$ cat src/rtl/rsg_pkg.sv
package rsg_pkg;
   // One bit per fault kind; reused for events and for sticky flags
   typedef struct packed {
      logic full;
      logic unf;
   } rsg_fault_t;
endpackage

$ cat src/rtl/rsg_store.sv
module rsg_store #(
   parameter int DEPTH = 31,
   parameter int AW    = 21,
   parameter int PW    = 5
) (
   input  logic          clk,
   input  logic          wr_en,
   input  logic [PW-1:0] wr_idx,
   input  logic [AW-1:0] wr_data,
   input  logic [PW-1:0] rd_idx,
   output logic [AW-1:0] rd_data
);
   localparam logic [PW-1:0] TOP = PW'(DEPTH);

   logic [AW-1:0] ent [DEPTH];

   for (genvar i = 0; i < DEPTH; i++) begin : g_ent
      always_ff @(posedge clk) begin
         if (wr_en && (wr_idx == PW'(i))) ent[i] <= wr_data;
      end
   end

   // Out-of-range index (empty stack wraps to all ones) reads as zero
   always_comb begin
      rd_data = '0;
      if (rd_idx < TOP) rd_data = ent[rd_idx];
   end
endmodule

$ cat src/rtl/rsg_ptr.sv
module rsg_ptr
   import rsg_pkg::*;
#(
   parameter int DEPTH = 31,
   parameter int AW    = 21,
   parameter int PW    = 5
) (
   input  logic          clk,
   input  logic          rst_n,
   input  logic          push,
   input  logic          pop,
   input  logic [AW-1:0] rd_data,
   output logic          wr_en,
   output logic [PW-1:0] wr_idx,
   output logic [PW-1:0] rd_idx,
   output logic [PW-1:0] cnt,
   output logic [AW-1:0] pop_addr,
   output rsg_fault_t    fault
);
   localparam logic [PW-1:0] TOP  = PW'(DEPTH);
   localparam logic [PW-1:0] LAST = PW'(DEPTH - 1);
   localparam logic [PW-1:0] ONE  = PW'(1);

   logic do_pop, do_push, empty, at_full;

   always_comb begin
      do_pop     = pop & rst_n;
      do_push    = push & ~pop & rst_n;   // pop has priority
      empty      = (cnt == '0);
      at_full    = (cnt == TOP);
      fault.unf  = do_pop & empty;
      fault.full = do_push & ((cnt == LAST) | at_full);
      wr_en      = do_push & ~at_full;
      wr_idx     = cnt;
      rd_idx     = cnt - ONE;
   end

   always_ff @(posedge clk or negedge rst_n) begin
      if (!rst_n) begin
         cnt      <= '0;
         pop_addr <= '0;
      end else if (do_pop) begin
         if (empty) begin
            pop_addr <= '0;
         end else begin
            pop_addr <= rd_data;
            cnt      <= cnt - ONE;
         end
      end else if (wr_en) begin
         cnt <= cnt + ONE;
      end
   end


   depth_range_chk: assert property (@(posedge clk) disable iff (!rst_n)
      cnt <= TOP);


   full_hold_chk: assert property (@(posedge clk) disable iff (!rst_n)
      (push && !pop && cnt == TOP) |=> (cnt == TOP));


   empty_pop_chk: assert property (@(posedge clk) disable iff (!rst_n)
      (pop && cnt == '0) |=> (pop_addr == '0 && cnt == '0));
endmodule

$ cat src/rtl/rsg_flags.sv
module rsg_flags
   import rsg_pkg::*;
(
   input  logic       clk,
   input  logic       por_n,
   input  logic       rst_n,
   input  rsg_fault_t fault,
   input  logic       cfg_en,
   input  logic       clr_we,
   input  logic [1:0] clr_sel,
   output rsg_fault_t flags,
   output logic       rst_req
);
   logic evt_q;
   logic clr_full, clr_unf;

   always_comb begin
      clr_full = clr_we & clr_sel[0];
      clr_unf  = clr_we & clr_sel[1];
   end

   // Flags reset only by power-on reset; a fault beats a clear
   always_ff @(posedge clk or negedge por_n) begin
      if (!por_n) begin
         flags <= '0;
      end else begin
         flags.full <= fault.full | (flags.full & ~clr_full);
         flags.unf  <= fault.unf  | (flags.unf  & ~clr_unf);
      end
   end

   always_ff @(posedge clk or negedge rst_n) begin
      if (!rst_n) begin
         evt_q   <= 1'b0;
         rst_req <= 1'b0;
      end else begin
         evt_q   <= (fault.full | fault.unf) & cfg_en;
         rst_req <= evt_q;
      end
   end


   full_set_chk: assert property (@(posedge clk) disable iff (!por_n)
      fault.full |=> flags.full);


   unf_set_chk: assert property (@(posedge clk) disable iff (!por_n)
      fault.unf |=> flags.unf);


   full_sticky_chk: assert property (@(posedge clk) disable iff (!por_n)
      (flags.full && !clr_full) |=> flags.full);


   unf_sticky_chk: assert property (@(posedge clk) disable iff (!por_n)
      (flags.unf && !clr_unf) |=> flags.unf);


   req_cause_chk: assert property (@(posedge clk) disable iff (!rst_n)
      rst_req |-> $past(cfg_en && (fault.full || fault.unf), 2));
endmodule

$ cat src/rtl/ret_stack_guard.sv
module ret_stack_guard
   import rsg_pkg::*;
#(
   parameter  int DEPTH = 31,
   parameter  int AW    = 21,
   localparam int PW    = $clog2(DEPTH + 1)
) (
   input  logic          clk,
   input  logic          por_n,
   input  logic          sys_rst_n,
   input  logic          push_req,
   input  logic          pop_req,
   input  logic [AW-1:0] push_addr,
   input  logic          fault_rst_en,
   input  logic          flag_clr_we,
   input  logic [1:0]    flag_clr_sel,
   output logic [AW-1:0] pop_addr,
   output logic [PW-1:0] depth_used,
   output logic          full_flag,
   output logic          unf_flag,
   output logic          rst_req
);
   if (DEPTH < 2 || DEPTH > 1024) begin : g_bad_depth
      $error("ret_stack_guard: DEPTH must be within 2..1024");
   end
   if (AW < 1 || AW > 64) begin : g_bad_aw
      $error("ret_stack_guard: AW must be within 1..64");
   end

   logic          rst_any_n;
   logic          wr_en;
   logic [PW-1:0] wr_idx, rd_idx;
   logic [AW-1:0] rd_data;
   rsg_fault_t    fault, flags;

   assign rst_any_n  = por_n & sys_rst_n;
   assign full_flag  = flags.full;
   assign unf_flag   = flags.unf;

   rsg_store #(.DEPTH(DEPTH), .AW(AW), .PW(PW)) u_store (
      .clk     (clk),
      .wr_en   (wr_en),
      .wr_idx  (wr_idx),
      .wr_data (push_addr),
      .rd_idx  (rd_idx),
      .rd_data (rd_data)
   );

   rsg_ptr #(.DEPTH(DEPTH), .AW(AW), .PW(PW)) u_ptr (
      .clk      (clk),
      .rst_n    (rst_any_n),
      .push     (push_req),
      .pop      (pop_req),
      .rd_data  (rd_data),
      .wr_en    (wr_en),
      .wr_idx   (wr_idx),
      .rd_idx   (rd_idx),
      .cnt      (depth_used),
      .pop_addr (pop_addr),
      .fault    (fault)
   );

   rsg_flags u_flags (
      .clk     (clk),
      .por_n   (por_n),
      .rst_n   (rst_any_n),
      .fault   (fault),
      .cfg_en  (fault_rst_en),
      .clr_we  (flag_clr_we),
      .clr_sel (flag_clr_sel),
      .flags   (flags),
      .rst_req (rst_req)
   );
endmodule

$ cat config.mk
export PLATFORM = sky130hd
export DESIGN_NAME = ret_stack_guard
export DESIGN_NICKNAME = d
export VERILOG_FILES = /design/src/rtl/rsg_pkg.sv /design/src/rtl/rsg_store.sv /design/src/rtl/rsg_ptr.sv /design/src/rtl/rsg_flags.sv /design/src/rtl/ret_stack_guard.sv
export SDC_FILE = /design/constraint.sdc
export NUM_CORES = 1
export LEC_CHECK = 0
export ABC_AREA = 0
export BUFFER_PORTS_ARGS = -buffer_cell sky130_fd_sc_hd__clkbuf_2
export CAP_MARGIN = 20
export CORE_UTILIZATION = 47
export DETAILED_ROUTE_END_ITERATION = 6
export PLACE_DENSITY = 0.67
export SYNTH_ARGS = -nofsm -noshare
export SYNTH_HDL_FRONTEND = slang
export SYNTH_HIERARCHICAL = 1
export SYNTH_SLANG_ARGS = --single-unit
$ cat constraint.sdc
create_clock -name clk -period 4 [get_ports clk]
set_clock_uncertainty 0.1 [all_clocks]
set_input_delay 0.8 -clock clk [delete_from_list [all_inputs] [get_ports clk]]
set_output_delay 0.8 -clock clk [all_outputs]
set_load 0.01 [all_outputs]
**Word-level counts from Yosys, hierarchy flattened**

Memories as Yosys holds them, arrays and structs flattened.
Cells that the tools add are included.
Widths: inputs -> output; s select.

- $add $sub $neg: 2
- Bitwise gates (word level): 20
- Order comparisons: 1
- Reductions and logical operators: 64
- Equality and inequality tests: 32
- Mux-type cells: 157

Operator list:

| operator | number |
|---|---|
| $mux 21 | 32 |
| $reduce_or 21->1 | 30 |
| $mux 5 | 33 |
| $mux 1 | 92 |
| $eq 5x5->1 const B | 16 |
| $eq 5x4->1 const B | 8 |
| $logic_and 1x1->1 | 31 |
| $eq 5x3->1 const B | 4 |
| $and 1x1->1 | 12 |
| $eq 5x2->1 const B | 2 |
| $add 5x1->5 const B | 1 |
| $eq 5x1->1 const B | 1 |
| $logic_not 5->1 | 1 |
| $lt 5x5->1 const B | 1 |
| $sub 5x1->5 const B | 1 |
| $not 1->1 | 4 |
| $or 1x1->1 | 4 |
| $ne 2x2->1 const B | 1 |
| $reduce_and 2->1 | 1 |
| $reduce_bool 2->1 | 1 |

- Word-level logic and storage cells: 283
- Bits in writable memories: 651
- Input bits: 30
- Memories: 1
- Output and inout port bits: 29
- Register bits: 30

Memories:

| memory | depth | width | rd ports | clocked after memory_dff | wr ports | line | RTL |
|---|---|---|---|---|---|---|---|
| u_store.ent | 31 | 21 | 1 | 0 | 1 | rsg_store.sv:15 | `logic [AW-1:0] ent [DEPTH];` |

**Logic depth before layout (Yosys ltp)**

Gate-level depths: netlist of run 1.

- Word-level depth: 38
- Gate-level depth with buffers: 11
- Depth with buffers taken out: 8

**By module**

The synthesis of run 1 kept the hierarchy.

Modules (own cells, without submodules):

| module | instances | cells an instance | area each (µm²) | sequential area each (µm²) |
|---|---|---|---|---|
| rsg_store | 1 | 1163 | 25215.4 | 19548.7 |
| rsg_ptr | 1 | 93 | 1207.4 | 650.6 |
| rsg_flags | 1 | 9 | 130.1 | 100.1 |
| ret_stack_guard | 1 | 1 | 6.3 | 0.0 |

**Worst setup path before layout of run 1**

OpenSTA, ideal clock, no wires.

- Path kind: input to register
- Start point: in por_n
- End point: mem u_store.ent[15][0], enable pin
- Required time: 3501 ps
- Arrival time: 3392 ps
- Library setup time: 399 ps
- Path slack: 109 ps
- Path buffers: 0
- Stages on the path: 5
- Cells stage by stage: and2_1 > and4bb_2 > nor2b_1 > nand3_1 > nor2_1

- Cells in the longest elaborated chain, start to end: 37
- Elaborated cells between the ends (all ways): 186
- Classes of those cells: mux: 122; bitwise: 3; reduce/logical: 61

RTL lines:

| item | line | RTL |
|---|---|---|
| start: declaration | ret_stack_guard.sv:9 | `input logic por_n,` |
| $and 1x1->1 * | ret_stack_guard.sv:36 | `assign rst_any_n = por_n & sys_rst_n;` |
| $and 1x1->1 * | rsg_ptr.sv:28 | `do_push = push & ~pop & rst_n;` |
| $and 1x1->1 * | rsg_ptr.sv:33 | `wr_en = do_push & ~at_full;` |
| named net wr_en | ret_stack_guard.sv:31 | `logic wr_en;` |
| $logic_and 1x1->1 | rsg_store.sv:19 | `if (wr_en && (wr_idx == PW'(i))) ent[i] <= wr_data;` |
| $mux 1 | rsg_store.sv:19 |  |
| $mux 1 (implied by the code) | rsg_store.sv:19 |  |
| $reduce_or 21->1 (no source line) | - |  |
| $mux 5 (no source line) or $mux 1 (tied branches) (30 in a row) | - |  |
| end: declaration | rsg_store.sv:15 |  |

The timed path passes the listed nets; every way through them passes the cells marked *.

**Worst setup path after layout of run 1**

- Start point: reg u_ptr.cnt[0]
- End point: reg u_ptr.pop_addr[20]

- Cells in the longest elaborated chain, start to end: 4
- Elaborated cells between the ends (all ways): 6
- Classes of those cells: add/sub: 1; order compare: 1; mux: 2; reduce/logical: 1; memory: 1

RTL lines:

| item | line | RTL |
|---|---|---|
| start: declaration | rsg_ptr.sv:16 | `output logic [PW-1:0] cnt,` |
| start signal: assignment | rsg_ptr.sv:47 | `cnt <= cnt - ONE;` |
| start signal: assignment | rsg_ptr.sv:50 | `cnt <= cnt + ONE;` |
| $sub 5x1->5 * | rsg_ptr.sv:35 | `rd_idx = cnt - ONE;` |
| named net rd_idx[0] | ret_stack_guard.sv:32 | `logic [PW-1:0] wr_idx, rd_idx;` |
| $mem_v2 31x21 or $lt 5x5->1 (tied branches) | - |  |
| $mux 21 * | rsg_store.sv:26 | `if (rd_idx < TOP) rd_data = ent[rd_idx];` |
| named net rd_data[20] | ret_stack_guard.sv:33 | `logic [AW-1:0] rd_data;` |
| $mux 21 * | rsg_ptr.sv:43 | `if (empty) begin` |
| end signal: assignment | rsg_ptr.sv:46 | `pop_addr <= rd_data;` |
| end: declaration | rsg_ptr.sv:17 | `output logic [AW-1:0] pop_addr,` |

Marks and branches as above.
A chain may end at the register's enable or synchronous reset.

==> results of run 1 <==
cell usage in the layout, fill, tap and decap left out, types with 3 or more instances in the layout:
master                      instances
sky130_fd_sc_hd__a21oi_1            5
sky130_fd_sc_hd__a221oi_1          18
sky130_fd_sc_hd__a22o_1            24
sky130_fd_sc_hd__a311oi_1           3
sky130_fd_sc_hd__a31oi_1           18
sky130_fd_sc_hd__buf_12            12
sky130_fd_sc_hd__buf_4             60
sky130_fd_sc_hd__clkbuf_1          20
sky130_fd_sc_hd__clkbuf_16         73
sky130_fd_sc_hd__clkbuf_2          58
sky130_fd_sc_hd__clkbuf_8           4
sky130_fd_sc_hd__clkinv_1          13
sky130_fd_sc_hd__clkinv_2           7
sky130_fd_sc_hd__dfrtp_1           30
sky130_fd_sc_hd__edfxtp_1         651
sky130_fd_sc_hd__ha_1               4
sky130_fd_sc_hd__mux2_2            25
sky130_fd_sc_hd__mux2i_1           48
sky130_fd_sc_hd__mux4_2           141
sky130_fd_sc_hd__nand2_1           33
sky130_fd_sc_hd__nand2b_1          20
sky130_fd_sc_hd__nand3_1            7
sky130_fd_sc_hd__nor2_1            19
sky130_fd_sc_hd__nor2_2            32
sky130_fd_sc_hd__nor2b_1            6
sky130_fd_sc_hd__nor3_1             4
sky130_fd_sc_hd__o2111a_1           3
sky130_fd_sc_hd__o211ai_1          18
sky130_fd_sc_hd__o21a_1            19
sky130_fd_sc_hd__o21ai_0            6
sky130_fd_sc_hd__o21ai_1           17
sky130_fd_sc_hd__o221ai_1           3
sky130_fd_sc_hd__xnor2_1            4
sky130_fd_sc_hd__xor2_4             3
worst max-delay path, delay by kind of cell, from the launching register on:
family / cells / cell delay [ns]
AO/OA/AOI/OAI: 3 / 0.49
XOR/XNOR: 1 / 0.40
adder cells (fa/ha/maj): 1 / 0.37
buffers and inverters: 2 / 0.60
flip-flops: 1 / 0.52
AND/OR/NAND/NOR: 2 / 0.91
metal layers:
layer | share of wire [%] | up-vias | wire length [um]
li1 | - | 5495 | -
met1 | 43 | 7011 | 26000
met2 | 46 | 578 | 28200
met3 | 8.3 | 94 | 5040
met4 | 2.6 | 0 | 1590
met5 | 0 | - | 0
kinds of logic (layout without fill, tap and decap cells):
kind of cell / Yosys count / count (layout) / share of synthesized area, %
AND/OR/NAND/NOR: 139 / 139 / 2.59
flip-flops: 681 / 681 / 76.4
adder cells (fa/ha/maj): 4 / 4 / 0.188
buffers and inverters: 82 / 255 / 1.86
AO/OA/AOI/OAI: 139 / 139 / 3.87
XOR/XNOR: 7 / 7 / 0.231
other: 0 / 1 / 0
multiplexers: 214 / 214 / 14.8
flip-flops by register name, summed over array words and instances, names as in the netlist:
signal	cells
u_flags/evt_q	1
u_flags/flags	2
u_flags/rst_req	1
u_ptr/pop_addr	21
u_ptr/cnt	5
u_store/ent	651
cell usage after synthesis, drive strengths merged, types with 2 or more instances:
| master | instances | share of area [%] |
|---|---|---|
| ha | 4 | 0.19 |
| and4 | 2 | 0.066 |
| nor2b | 7 | 0.16 |
| clkbuf | 33 | 0.47 |
| mux2 | 25 | 1.1 |
| edfxtp | 651 | 74 |
| xor2 | 3 | 0.099 |
| buf | 46 | 1.4 |
| xnor2 | 4 | 0.13 |
| o221ai | 3 | 0.099 |
| nand4 | 2 | 0.047 |
| o21a | 19 | 0.54 |
| and3 | 2 | 0.047 |
| and2 | 2 | 0.047 |
| nor2 | 51 | 0.73 |
| nand2b | 20 | 0.47 |
| nor3 | 4 | 0.075 |
| mux2i | 48 | 1.8 |
| nand3 | 7 | 0.13 |
| nor3b | 2 | 0.057 |
| o2111a | 3 | 0.13 |
| dfrtp | 30 | 2.8 |
| o21ai | 24 | 0.47 |
| a21o | 2 | 0.057 |
| o211ai | 18 | 0.51 |
| a311oi | 3 | 0.099 |
| nand2 | 33 | 0.47 |
| a22o | 24 | 0.79 |
| a21oi | 5 | 0.094 |
| mux4 | 141 | 12 |
| a221oi | 18 | 0.59 |
| a31oi | 18 | 0.42 |
| inv | 3 | 0.042 |
layout make-up:
cell class / instances / area, um^2 / area share (%)
Sequential cell: 681 / 20300 / 67.1
Multi-Input combinational cell: 503 / 5900 / 19.5
Clock buffer: 97 / 1960 / 6.46
Timing Repair Buffer: 131 / 991 / 3.27
Tap cell: 748 / 936 / 3.09
Clock inverter: 24 / 160 / 0.529
Inverter: 3 / 23.8 / 0.0785
Antenna cell: 1 / 2.50 / 0.00827
power groups by stage:
stage / Clock [mW] / Combinational [mW] / Sequential [mW]
finish: 6.05 / 8.30 / 8.24
CTS: 6.17 / 8.32 / 8.23
global route: 6.43 / 8.81 / 8.25
floorplan: 0 / 5.70 / 8.29
global placement: 0 / 8.25 / 8.38
detailed placement: 0 / 8.27 / 8.38
through the flow:
| stage | worst slack (ns) | cells |
|---|---|---|
| 2_1_floorplan | 0.109 | 1266 |
| 3_3_place_gp | 0.560 | 2065 |
| 3_5_place_dp | 0.513 | 2065 |
| 4_1_cts | 0.457 | 2187 |
| 5_1_grt | 0.281 | 2188 |
| 6_report | 0.491 | 2188 |
worst max-delay path by stage:
stage	endpoint	slack [ns]	cells past startpoint
2_1_floorplan	u_store/ent[15][0]$_DFFE_PP_	0.11	5
6_report	u_ptr/pop_addr[20]$_DFFE_PN0P_	0.49	9
3_3_place_gp	u_ptr/pop_addr[7]$_DFFE_PN0P_	0.56	9
4_1_cts	u_ptr/pop_addr[20]$_DFFE_PN0P_	0.46	9
5_1_grt	u_ptr/pop_addr[19]$_DFFE_PN0P_	0.28	9
3_5_place_dp	u_ptr/pop_addr[11]$_DFFE_PN0P_	0.51	9
==> flow_results.org, run 1 <==
** Run status
- The flow ran to the end, and the final reports show no timing, DRC or antenna violations.

** Timing
- Minimum clock period :: 3.51 ns
- Post-Route Hold Slack :: between 0.2 and 0.3 ns
- Unrepaired setup endpoints after global routing :: no
- Maximum achievable frequency :: 0.285 GHz
- The count of final hold-check violations is 0.
- The number of max-slew violations in the final report came to 0.
- Headroom to the max-slew limit :: between 40% and 50%
- Sum Neg Setup Slack :: 0 ns
- At the pin with the least slew margin, the transition time is 0.756 ns.
- Count of final setup violators :: 0
- Of the available clock period, the critical path in the final layout requires between 80 and 90%.

** Floorplanning
- 59 I/O pins were placed.
- Die W :: 240 um
- Floorplan die area :: ~0.057 mm^2
- Die height :: roughly 240 um
- In this run the core area contains 86 standard-cell rows.
- Starting utilization of the core area :: 47.9%
- In this run the standard cell core region covers ~0.055 mm^2.

** Place
- Once detailed placement completed, the half-perimeter wirelength came to 36,000 um.
- Weighted congestion reported at the end of routability-driven placement :: approximately 0.80
- Once placement finished, the instance area stood at 0.0281 mm^2.
- Input and output buffers added on the ports amount to 58.

** Clock network
- Clock-pin slew was measured on the worst setup and hold paths at 0.06 ns.
- Clock latency on the worst-skew pair, taken at its later pin, is between 0.5 and 0.6 ns.
- Post-cts hold buffer count :: 1
- Clock buffer count from CTS :: roughly 70
- Number of buffers inserted by post-CTS setup repair :: 0
- TritonCTS clock tree :: yes
- The clock passes through at most 3 buffers.
- The number of gates resized after CTS was 0.
- The cell sitting at the root of the clock tree is a sky130_fd_sc_hd__clkbuf_16.
- Number of clock sinks :: 681
- Deepest level of the CTS H-tree :: 3

** Power and ir drop
- Power comes to 22.6 mW.
- The analysis attributes to cell leakage a power of slightly below 10 nW.
- In this run, flip-flops and latches consume 36.5% of the power.
- Power spread over the standard cell area amounts to 746 mW/mm^2.
- Worst ir drop on vdd :: just under 0.7 mV
- Switching power share of the total :: between 30% and 40%
- In this run the power spent charging and discharging nets is 7.47 mW.
- Part of the total power dissipated in the clock network :: 26.8%
- Internal power summed over all cells :: 15.1 mW
- Fraction of power consumed by combinational cells :: 36.7%

** Detailed routing
- In this run, the number of DRC markers left after iteration 0 of detailed routing was roughly 1,400.
- Count of unresolved DRC violations after routing :: 0
- Overall routed net length :: 60,800 um
- Routed len/inst :: 27.8 um
- Number of search-and-repair iterations in the first detailed-routing pass :: 6
- Detail Route Antenna Nets :: 0
- Via-per-instance ratio :: 6.02
- Detailed routing inserted a total of 13,178 vias.

** Global route
- The initial antenna violation count is 1.
- GR met3 Demand/Resource :: 4.13%
- Maximum number of pins on one net before global-route repair :: 91
- The via count of the first global-routing pass is 12,880.
- Met2 Use GR :: around a third
- The first global-routing pass estimated 88,900 um of wire.
- Overall Global Routing Usage :: 21.9%
- After global routing, the most crowded layer is met2.
- Fraction of met1 tracks used by global routing :: 32.4%
- Summed over all layers, the global routing overflow is 0.

** Worst setup path
- The worst setup path is launched from a flop.
- Ordered cell list for the critical path :: inv_8 > ha_1 > nor3b_1 > xor2_4 > and4_1 > buf_4 > a31oi_1 > o21a_1 > a22o_1
- Category of the worst setup path capture point :: flop
- Among all stages on the critical path, the largest delay is contributed by sky130_fd_sc_hd__nor3b_1.
- For the worst setup path, the data required time is 4.37 ns.
- On the worst path, the slowest cell contributes a delay of 0.66 ns.
- In this run the critical register-to-register path is launched from u_ptr/cnt[0]$_DFFE_PN0P_.
- R2r endpoint :: u_ptr/pop_addr[20]$_DFFE_PN0P_
- Maximum net fanout on the critical path :: 28
- Data arrival time of the critical path :: a little under 4 ns
- Reg-to-reg setup timing slack :: 0.49 ns
- R2R cell count :: 9
- Critical path startpoint :: u_ptr/cnt[0]$_DFFE_PN0P_
- Critical path start-end classification :: reg -> reg

** Synthesis
- Synthesis Warnings :: 6
- Top flip-flop cell by instance count after synthesis :: sky130_fd_sc_hd__edfxtp_1
- Number of different library cells in the post-synthesis netlist :: 51
- Counting every instance in the synthesized netlist gives 1,266.
- The synthesized design contains 681 register bits.
- Ys async rst share :: 4.41%
- Net count after synthesis :: 1,300
- Synthesized area per cell :: 21.0 um^2
- Number of flops mapped to enable cells by yosys :: about 650
- For this run, the register share of the synthesized area comes to ~76%.
- Summing every instance area after synthesis gives 0.0266 mm^2.

** Cells and area
- Filler Cell Count :: 4,181
- Relative area change from synthesis to final layout :: 14.0%
- Fraction of final layout cells sized beyond drive strength 1 :: 29.7%
- Once layout is complete, the utilization of the core stands at 54.6%.
- Nets :: 1,423
- Final Instance Area :: 0.0303 mm^2

** Min path
- The path with the worst hold slack has its endpoint at u_flags/rst_req$_DFF_PN0_.
- In this run the worst hold path is classified as reg -> reg.
- Counting instances, the worst hold path has a depth of 0.
- Hold Crit Start :: u_flags/evt_q$_DFF_PN0_

** Flow run
- Max-cap violations in this run came to 0.
(Power assumes the default switching activity.)
==> run 2: changes to the inputs <==
clock period = 4.2 ns   (was 4 ns; I/O delays follow)
==> run 2 against run 1 <==
  * Fmax rose by 2.7%
  * First-iteration DRC count fell by 13%
  * Register-to-register slack improved by 0.29 ns
  * Critical path type unchanged
  * Critical endpoint is now u_ptr/pop_addr[12]$_DFFE_PN0P_
  * Largest power group is now sequential cells
==> flow_results.org, run 2 (same netlist as run 1, synthesis figures left out) <==
** Cells and area
- Leading registers by flop count :: u_store/ent (651), u_ptr/pop_addr (21), u_ptr/cnt (5) (unchanged)
- Nets :: 1,411 (was 1,423)
- Filler Cell Count :: 4,190 (was 4,181)
- The flip-flop count of the largest register, all copies and words added is 651 (unchanged).
- The signed area change from the synthesized netlist to the final layout is 13.2% (was 14.0%).
- The leading cell type in the layout, fill and taps excluded was sky130_fd_sc_hd__edfxtp_1 (unchanged).
- Final Instance Area :: 0.0301 mm^2 (was 0.0303 mm^2)
- The non-filler instance count after layout is 2,173 (was 2,188).
- Layout Utilization :: 54.3% (was 54.6%)
- Most flop-heavy register :: u_store/ent (unchanged)
- Most frequent cells in the layout :: 651 x sky130_fd_sc_hd__edfxtp_1, 141 x sky130_fd_sc_hd__mux4_2, 69 x sky130_fd_sc_hd__clkbuf_16 (was 651 x sky130_fd_sc_hd__edfxtp_1, 141 x sky130_fd_sc_hd__mux4_2, 73 x sky130_fd_sc_hd__clkbuf_16)
- Fraction of final layout cells sized beyond drive strength 1 :: 29.3% (was 29.7%)
- The number of antenna cells inserted was 0 (was 1).

** Timing
- The final-layout setup total negative slack came to 0 ns (unchanged).
- The highest achievable clock rate is 0.293 GHz (was 0.285 GHz).
- Final hold violation count :: 0 (unchanged)
- Headroom to the max-slew limit :: 30.0% (was 49.6%)
- The clock period minus worst slack came to 3.42 ns (was 3.51 ns).
- The number of setup violations in the final report is 0 (unchanged).
- Post-Route Hold Slack :: 0.256 ns (was 0.251 ns)
- Max-slew violation count :: 0 (unchanged)
- The slew at the pin closest to its max-slew limit is 1.05 ns (was 0.756 ns).
- Period Utilization, post-route :: 81.4% (was 87.7%)
- Unrepaired setup endpoints after global routing: no (unchanged).

** Worst setup path
- The reg2reg setup slack came to 0.78 ns (was 0.49 ns).
- Top Family by Delay on Critical Path :: simple AND/OR/NAND/NOR gates (unchanged)
- Critical path start-end classification :: reg -> reg (unchanged)
- R2R cell count :: 9 (unchanged)
- The capture instance of the worst register-to-register path is u_ptr/pop_addr[12]$_DFFE_PN0P_ (was u_ptr/pop_addr[20]$_DFFE_PN0P_).
- The largest fanout on the critical path was 13 (was 28).
- Count of buffering cells on the critical path with inverters included :: 2 (unchanged)
- Category of the worst setup path capture point :: flop (unchanged)
- Ordered cell list for the critical path :: inv_8 > ha_1 > nor3b_1 > xor2_4 > and4_1 > buf_4 > a31oi_1 > o21a_1 > a22o_1 (unchanged)
- The startpoint kind of the worst setup timing path was a flop (unchanged).
- Required time of the worst setup path :: 4.57 ns (was 4.37 ns)
- Delay contributed by the slowest stage of the critical path :: 0.62 ns (was 0.66 ns)
- Worst flop-to-flop path startpoint :: u_ptr/cnt[0]$_DFFE_PN0P_ (unchanged)
- The master of the slowest instance on the critical path was sky130_fd_sc_hd__nor3b_1 (unchanged).
- The signal arrival time at the worst endpoint is 3.78 ns (was 3.88 ns).

** Global route
- Number of antenna violations at the first check in global routing :: 1 (unchanged)
- First-pass GRT wire length :: 87,100 um (was 88,900 um)
- Total global routing overflow :: 0 (unchanged)
- Overall Global Routing Usage :: 21.4% (was 21.9%)
- The largest net degree at the start of global routing is 95 (was 91).
- Vias in the first global route :: 12,997 (was 12,880)

** Detailed routing
- The average via count per standard cell is 5.97 (was 6.02).
- Number of DRC markers after the initial detailed-route iteration :: 1,253 (was 1,436)
- The total wire length after detailed routing came to 59,500 um (was 60,800 um).
- The total iterations of the first detailed-routing run was 5 (was 6).
- The average wire per standard cell was 27.4 um (was 27.8 um).
- Count of vias placed by the detailed router :: 12,979 (was 13,178)
- Count of unresolved DRC violations after routing :: 0 (unchanged)
- Detail Route Antenna Nets :: 0 (unchanged)

** Floorplanning
- The row count came to 86 (unchanged).
- Top-level port count :: 59 (unchanged)
- Floorplan Core Area :: 0.0554 mm^2 (unchanged)
- The horizontal extent of the die is 240 um (unchanged).
- The initial cell density of the core was 47.9% (unchanged).
- Die height :: 240 um (unchanged)
- Floorplan die area :: 0.0575 mm^2 (unchanged)

** Clock network
- Clock buffer count from CTS :: 67 (was 69)
- The clock-pin slew reported for the worst setup and hold paths after clock tree synthesis was 0.06 ns (about the same).
- Post-cts hold buffer count :: 1 (unchanged)
- Number of clock sinks :: 681 (unchanged)
- The post-CTS setup repair buffer count is 0 (unchanged).
- Maximum count of clock buffers along a single path :: 3 (unchanged)
- Skew-Pair Late Insertion Delay :: 0.60 ns (was 0.59 ns)
- Deepest level of the CTS H-tree :: 3 (unchanged)
- Master cell of the clock root buffer :: sky130_fd_sc_hd__clkbuf_16 (unchanged)
- The number of gates resized after cts was 0 (unchanged).
- TritonCTS clock tree :: yes (unchanged)

** Place
- The half-perimeter wire length after detailed placement was 33,700 um (was 36,000 um).
- The number of buffers inserted by port buffering was 58 (unchanged).
- The post-placement cell area was 0.0280 mm^2 (was 0.0281 mm^2).
- The number of cells after detailed placement is 2,055 (was 2,065).
- Weighted congestion reported at the end of routability-driven placement :: 0.835 (was 0.799)

** Power and ir drop
- LEAKAGE :: 9.70 nW (was 9.80 nW)
- The power density relative to cell area was 707 mW/mm^2 (was 746 mW/mm^2).
- Worst ir drop on vdd :: 0.566 mV (was 0.688 mV)

** Min path
- The end of the worst hold path is u_flags/rst_req$_DFF_PN0_ (unchanged).
- The number of instances on the worst hold path was 0 (unchanged).
- The class of the most critical hold timing path is reg -> reg (unchanged).
- Hold Crit Start :: u_flags/evt_q$_DFF_PN0_ (unchanged)

** Run status
- Run status :: finished clean (unchanged)

** Flow run
- The number of violations of the max-capacitance limit came to 0 (unchanged).
run 2: final cells by class:
cell class	instances	area (um^2)	share of cell area, %
Sequential cell	681	20300	67.5
Multi-Input combinational cell	503	5900	19.6
Clock buffer	88	1810	6.01
Tap cell	748	936	3.11
Timing Repair Buffer	121	853	2.84
Clock inverter	29	241	0.803
Inverter	3	23.8	0.0791
run 2: worst register-to-register path, cell delays in order (launching register included):
cell and delay [ns]:
sky130_fd_sc_hd__dfrtp_1 0.53, sky130_fd_sc_hd__inv_8 0.13, sky130_fd_sc_hd__ha_1 0.32, sky130_fd_sc_hd__nor3b_1 0.62, sky130_fd_sc_hd__xor2_4 0.20, sky130_fd_sc_hd__and4_1 0.62, sky130_fd_sc_hd__buf_4 0.30, sky130_fd_sc_hd__a31oi_1 0.06
sky130_fd_sc_hd__o21a_1 0.21, sky130_fd_sc_hd__a22o_1 0.21
run 2: report_power, final:
group | leakage (nW) | internal [mW] | total (mW) | switching (mW)
Clock | 1.01 | 3.27 | 5.67 | 2.40
Combinational | 2.46 | 3.30 | 7.76 | 4.46
Sequential | 6.24 | 7.60 | 7.83 | 0.225
Total | 9.70 | 14.2 | 21.3 | 7.08
run 2: how the worst max path moves through the flow:
| stage | startpoint | to | slack (ns) | depth (start not counted) |
|---|---|---|---|---|
| finish | u_ptr/cnt[0]$_DFFE_PN0P_ | u_ptr/pop_addr[12]$_DFFE_PN0P_ | 0.78 | 9 |
| global route | u_ptr/cnt[0]$_DFFE_PN0P_ | u_ptr/pop_addr[19]$_DFFE_PN0P_ | 0.64 | 9 |
| CTS | u_ptr/cnt[0]$_DFFE_PN0P_ | u_ptr/pop_addr[12]$_DFFE_PN0P_ | 0.82 | 9 |
| global placement | u_ptr/cnt[2]$_DFFE_PN0P_ | u_ptr/pop_addr[9]$_DFFE_PN0P_ | 0.82 | 9 |
| detailed placement | u_ptr/cnt[2]$_DFFE_PN0P_ | u_ptr/pop_addr[9]$_DFFE_PN0P_ | 0.82 | 9 |
| floorplan | por_n | u_store/ent[15][0]$_DFFE_PP_ | 0.27 | 5 |
run 2: through the flow:
step / total power, mW / worst slack (ns)
6_report: 21.3 / 0.783
2_1_floorplan: 13.3 / 0.269
5_1_grt: 22.1 / 0.636
4_1_cts: 21.4 / 0.816
3_3_place_gp: 15.7 / 0.820
3_5_place_dp: 15.7 / 0.822
run 2: routing by layer:
metal	wire [um]	track usage, %
met2	27800	32.8
met1	24800	30.0
met4	1350	7.13
met5	0	0
met3	5610	5.32
==> run 3: changes to the inputs <==
clock period = 3.55 ns   (was 4.2 ns; I/O delays follow)
==> run 3 against run 2 <==
  * Combinational power up 24%
  * Critical path depth stayed put
  * First-iteration DRC count fell by 7.3%
  * Via count up 1.5%
  * Utilization up 0.79 points
  * Final cell count up 1.5%
  * Non-clock buffer count increased by 30
  * Largest cell class unchanged
  * Highest routed layer unchanged
==> flow_results.org, run 3 (same netlist as run 1, synthesis figures left out) <==
** Place
- The weighted congestion reported at the end of routability-driven placement was 0.849 (was 0.835).
- The post-placement cell area is 0.0284 mm^2 (was 0.0280 mm^2).
- The number of buffers inserted by port buffering came to 58 (unchanged).
- Cell count after placement :: 2,085 (was 2,055)
- The worst slack at placement is 0.216 ns (was 0.822 ns).
- Placed wire-length estimate after detailed placement :: 35,900 um (was 33,700 um)

** Timing
- Final worst-path setup slack :: 0.205 ns (was 0.783 ns)
- The highest achievable clock rate is 0.299 GHz (was 0.293 GHz).
- Count of final setup violators :: 0 (unchanged)
- The clock period minus worst slack is 3.35 ns (was 3.42 ns).
- The slew at the pin closest to its max-slew limit is 0.764 ns (was 1.05 ns).
- Period Utilization, post-route :: 94.2% (was 81.4%)
- Final hold violation count :: 0 (unchanged)
- Max-slew violation count :: 0 (unchanged)
- The worst max-slew margin expressed relative to the limit is 48.9% (was 30.0%).
- Unrepaired setup endpoints after global routing :: no (unchanged)

** Cells and area
- The fraction of layout cells with a size suffix above 1 is 31.0% (was 29.3%).
- Leading registers by flop count :: u_store/ent (651), u_ptr/pop_addr (21), u_ptr/cnt (5) (unchanged)
- Nets :: 1,442 (was 1,411)
- Final Instance Area :: 0.0305 mm^2 (was 0.0301 mm^2)
- Most frequent cells in the layout: 651 x sky130_fd_sc_hd__edfxtp_1, 141 x sky130_fd_sc_hd__mux4_2, 75 x sky130_fd_sc_hd__buf_4 (was 651 x sky130_fd_sc_hd__edfxtp_1, 141 x sky130_fd_sc_hd__mux4_2, 69 x sky130_fd_sc_hd__clkbuf_16).
- The register area was 0.0203 mm^2 (unchanged).
- The fill cell instance count of the final layout was 4,188 (was 4,190).
- Number of flip-flops in the largest register :: 651 (unchanged)
- Most common cell after layout, fill and taps aside :: sky130_fd_sc_hd__edfxtp_1 (unchanged)
- Combined area of the multi-input logic cells :: 0.00591 mm^2 (was 0.00590 mm^2)
- Most flop-heavy register :: u_store/ent (unchanged)
- Post-route non-filler standard cell count :: 2,206 (was 2,173)
- Relative area change from synthesis to final layout :: 14.9% (was 13.2%)

** Clock network
- The clock tree from TritonCTS is yes (unchanged).
- The clock sink count is 681 (unchanged).
- Master cell of the clock root buffer :: sky130_fd_sc_hd__clkbuf_16 (unchanged)
- The maximum clock insertion buffer count is 3 (unchanged).
- Number of buffers inserted by post-CTS setup repair :: 0 (unchanged)
- Skew-Pair Late Insertion Delay :: 0.60 ns (about the same)
- The number of H-tree branching levels is 3 (unchanged).
- Clock buffer count from CTS :: 68 (was 67)
- CTS clk-pin slew, worst paths :: 0.06 ns (about the same)

** Global route
- Maximum number of pins on one net before global-route repair :: 77 (was 95)
- The wire length of the first global-routing pass came to 89,700 um (was 87,100 um).
- The via count of the first global-routing pass was 13,456 (was 12,997).
- The global-route total usage across every layer is 22.1% (was 21.4%).
- The initial antenna violation count came to 1 (unchanged).
- Total global routing overflow :: 0 (unchanged)

** Worst setup path
- Top Family by Delay on Critical Path :: compound AO/OA/AOI/OAI gates (was simple AND/OR/NAND/NOR gates)
- The highest cell delay on the worst timing path came to 0.63 ns (was 0.62 ns).
- Maximum net fanout on the critical path :: 37 (was 13)
- Ordered cell list for the critical path :: inv_8 > ha_1 > inv_6 > buf_4 > mux4_2 > a221oi_1 > o21ai_1 > o21a_1 > a22o_1 (was inv_8 > ha_1 > nor3b_1 > xor2_4 > and4_1 > buf_4 > a31oi_1 > o21a_1 > a22o_1)
- The startpoint kind of the worst setup timing path was a flop (unchanged).
- The critical setup path kind is reg -> reg (unchanged).
- CP max stage cell :: sky130_fd_sc_hd__dfrtp_1 (was sky130_fd_sc_hd__nor3b_1)
- The required time at the worst-slack endpoint came to 3.94 ns (was 4.57 ns).
- Data arrival time of the critical path :: 3.73 ns (was 3.78 ns)
- Count of buffering cells on the critical path with inverters included :: 3 (was 2)
- Category of the worst setup path capture point :: flop (unchanged)

** Floorplanning
- Die W :: 240 um (unchanged)
- Die height :: 240 um (unchanged)
- The initial cell density of the core came to 47.9% (unchanged).
- Floorplan die area :: 0.0575 mm^2 (unchanged)
- Floorplan row count :: 86 (unchanged)
- Top-level port count :: 59 (unchanged)
- The area of the core region came to 0.0554 mm^2 (unchanged).

** Power and ir drop
- The leakage power figure was 9.92 nW (was 9.70 nW).
- The peak supply drop was 0.500 mV (was 0.566 mV).
- The power density relative to cell area is 841 mW/mm^2 (was 707 mW/mm^2).
- Overall power of the completed layout :: 25.6 mW (was 21.3 mW)

** Run status
- Run status: finished clean (unchanged).

** Detailed routing
- Number of search-and-repair iterations in the first detailed-routing pass :: 5 (unchanged)
- The average wire per standard cell is 27.8 um (was 27.4 um).
- Overall routed net length :: 61,400 um (was 59,500 um)
- The via total after detailed routing was 13,173 (was 12,979).
- Via-per-instance ratio :: 5.97 (about the same)
- The residual antenna-violating net count after detailed routing came to 0 (unchanged).
- The number of DRC markers in iteration 0 came to 1,162 (was 1,253).
- The total DRC errors in the routed layout is 0 (unchanged).

** Min path
- The class of the most critical hold timing path is in -> async (was reg -> reg).

** Flow run
- Maximum capacitance violations :: 0 (unchanged)
## run 3: worst min-delay path: stages
cell and delay, ns:
sky130_fd_sc_hd__clkbuf_2 0.07, sky130_fd_sc_hd__and2_1 0.14, sky130_fd_sc_hd__buf_4 0.45
## run 3: worst paths after layout
kind | startpoint | to | slack (ns) | depth (start not counted)
setup / recovery | u_ptr/cnt[0]$_DFFE_PN0P_ | u_ptr/pop_addr[8]$_DFFE_PN0P_ | 0.20 | 9
hold / removal | sys_rst_n | u_ptr/pop_addr[14]$_DFFE_PN0P_ | 0.23 | 3
setup reg to reg | u_ptr/cnt[0]$_DFFE_PN0P_ | u_ptr/pop_addr[8]$_DFFE_PN0P_ | 0.20 | 9
hold reg to reg | u_flags/evt_q$_DFF_PN0_ | u_flags/rst_req$_DFF_PN0_ | 0.26 | 0
max in group asynchronous | por_n | u_ptr/pop_addr[13]$_DFFE_PN0P_ | 2.17 | 4
min in group clk | fault_rst_en | u_flags/evt_q$_DFF_PN0_ | 0.23 | 2
## run 3: power by group
part | total [mW] | switching, mW | internal [mW] | leakage, nW
Combinational | 9.59 | 5.43 | 4.15 | 2.64
Sequential | 9.18 | 0.187 | 9.00 | 6.24
Clock | 6.88 | 2.87 | 4.01 | 1.04
Total | 25.6 | 8.49 | 17.2 | 9.92
## run 3: what timing repair did
action                     in CTS  in global routing
setup endpoints to repair       0                  1
resized for setup               0                  1
hold buffers                    1                  0
hold endpoints to repair        2                  0
## run 3: cell type report
cell class	instances	share of cell area [%]
timing repair buffer	151	3.95
sequential	681	66.5
tap	748	3.07
multi-input combinational	503	19.4
clock inverter	35	0.861
inverter	3	0.0779
clock buffer	83	6.11
antenna	2	0.0164
## run 3: layer usage
layer,global-route usage (%),vias to the layer above,wire [um]
li1,-,5536,-
met1,31.2,6933,25600
met2,34.4,621,28900
met3,4.36,83,5260
met4,7.75,0,1620
met5,0,-,0
## run 3: per-stage QoR
step	hold WS (ns)	utilization, %	TNS [ns]
global route	0.236	55.0	0
global placement	0.240	51.2	0
floorplan	0.231	-	-63.34
CTS	0.207	55.0	0
finish	0.226	55.0	0
detailed placement	0.249	51.2	0
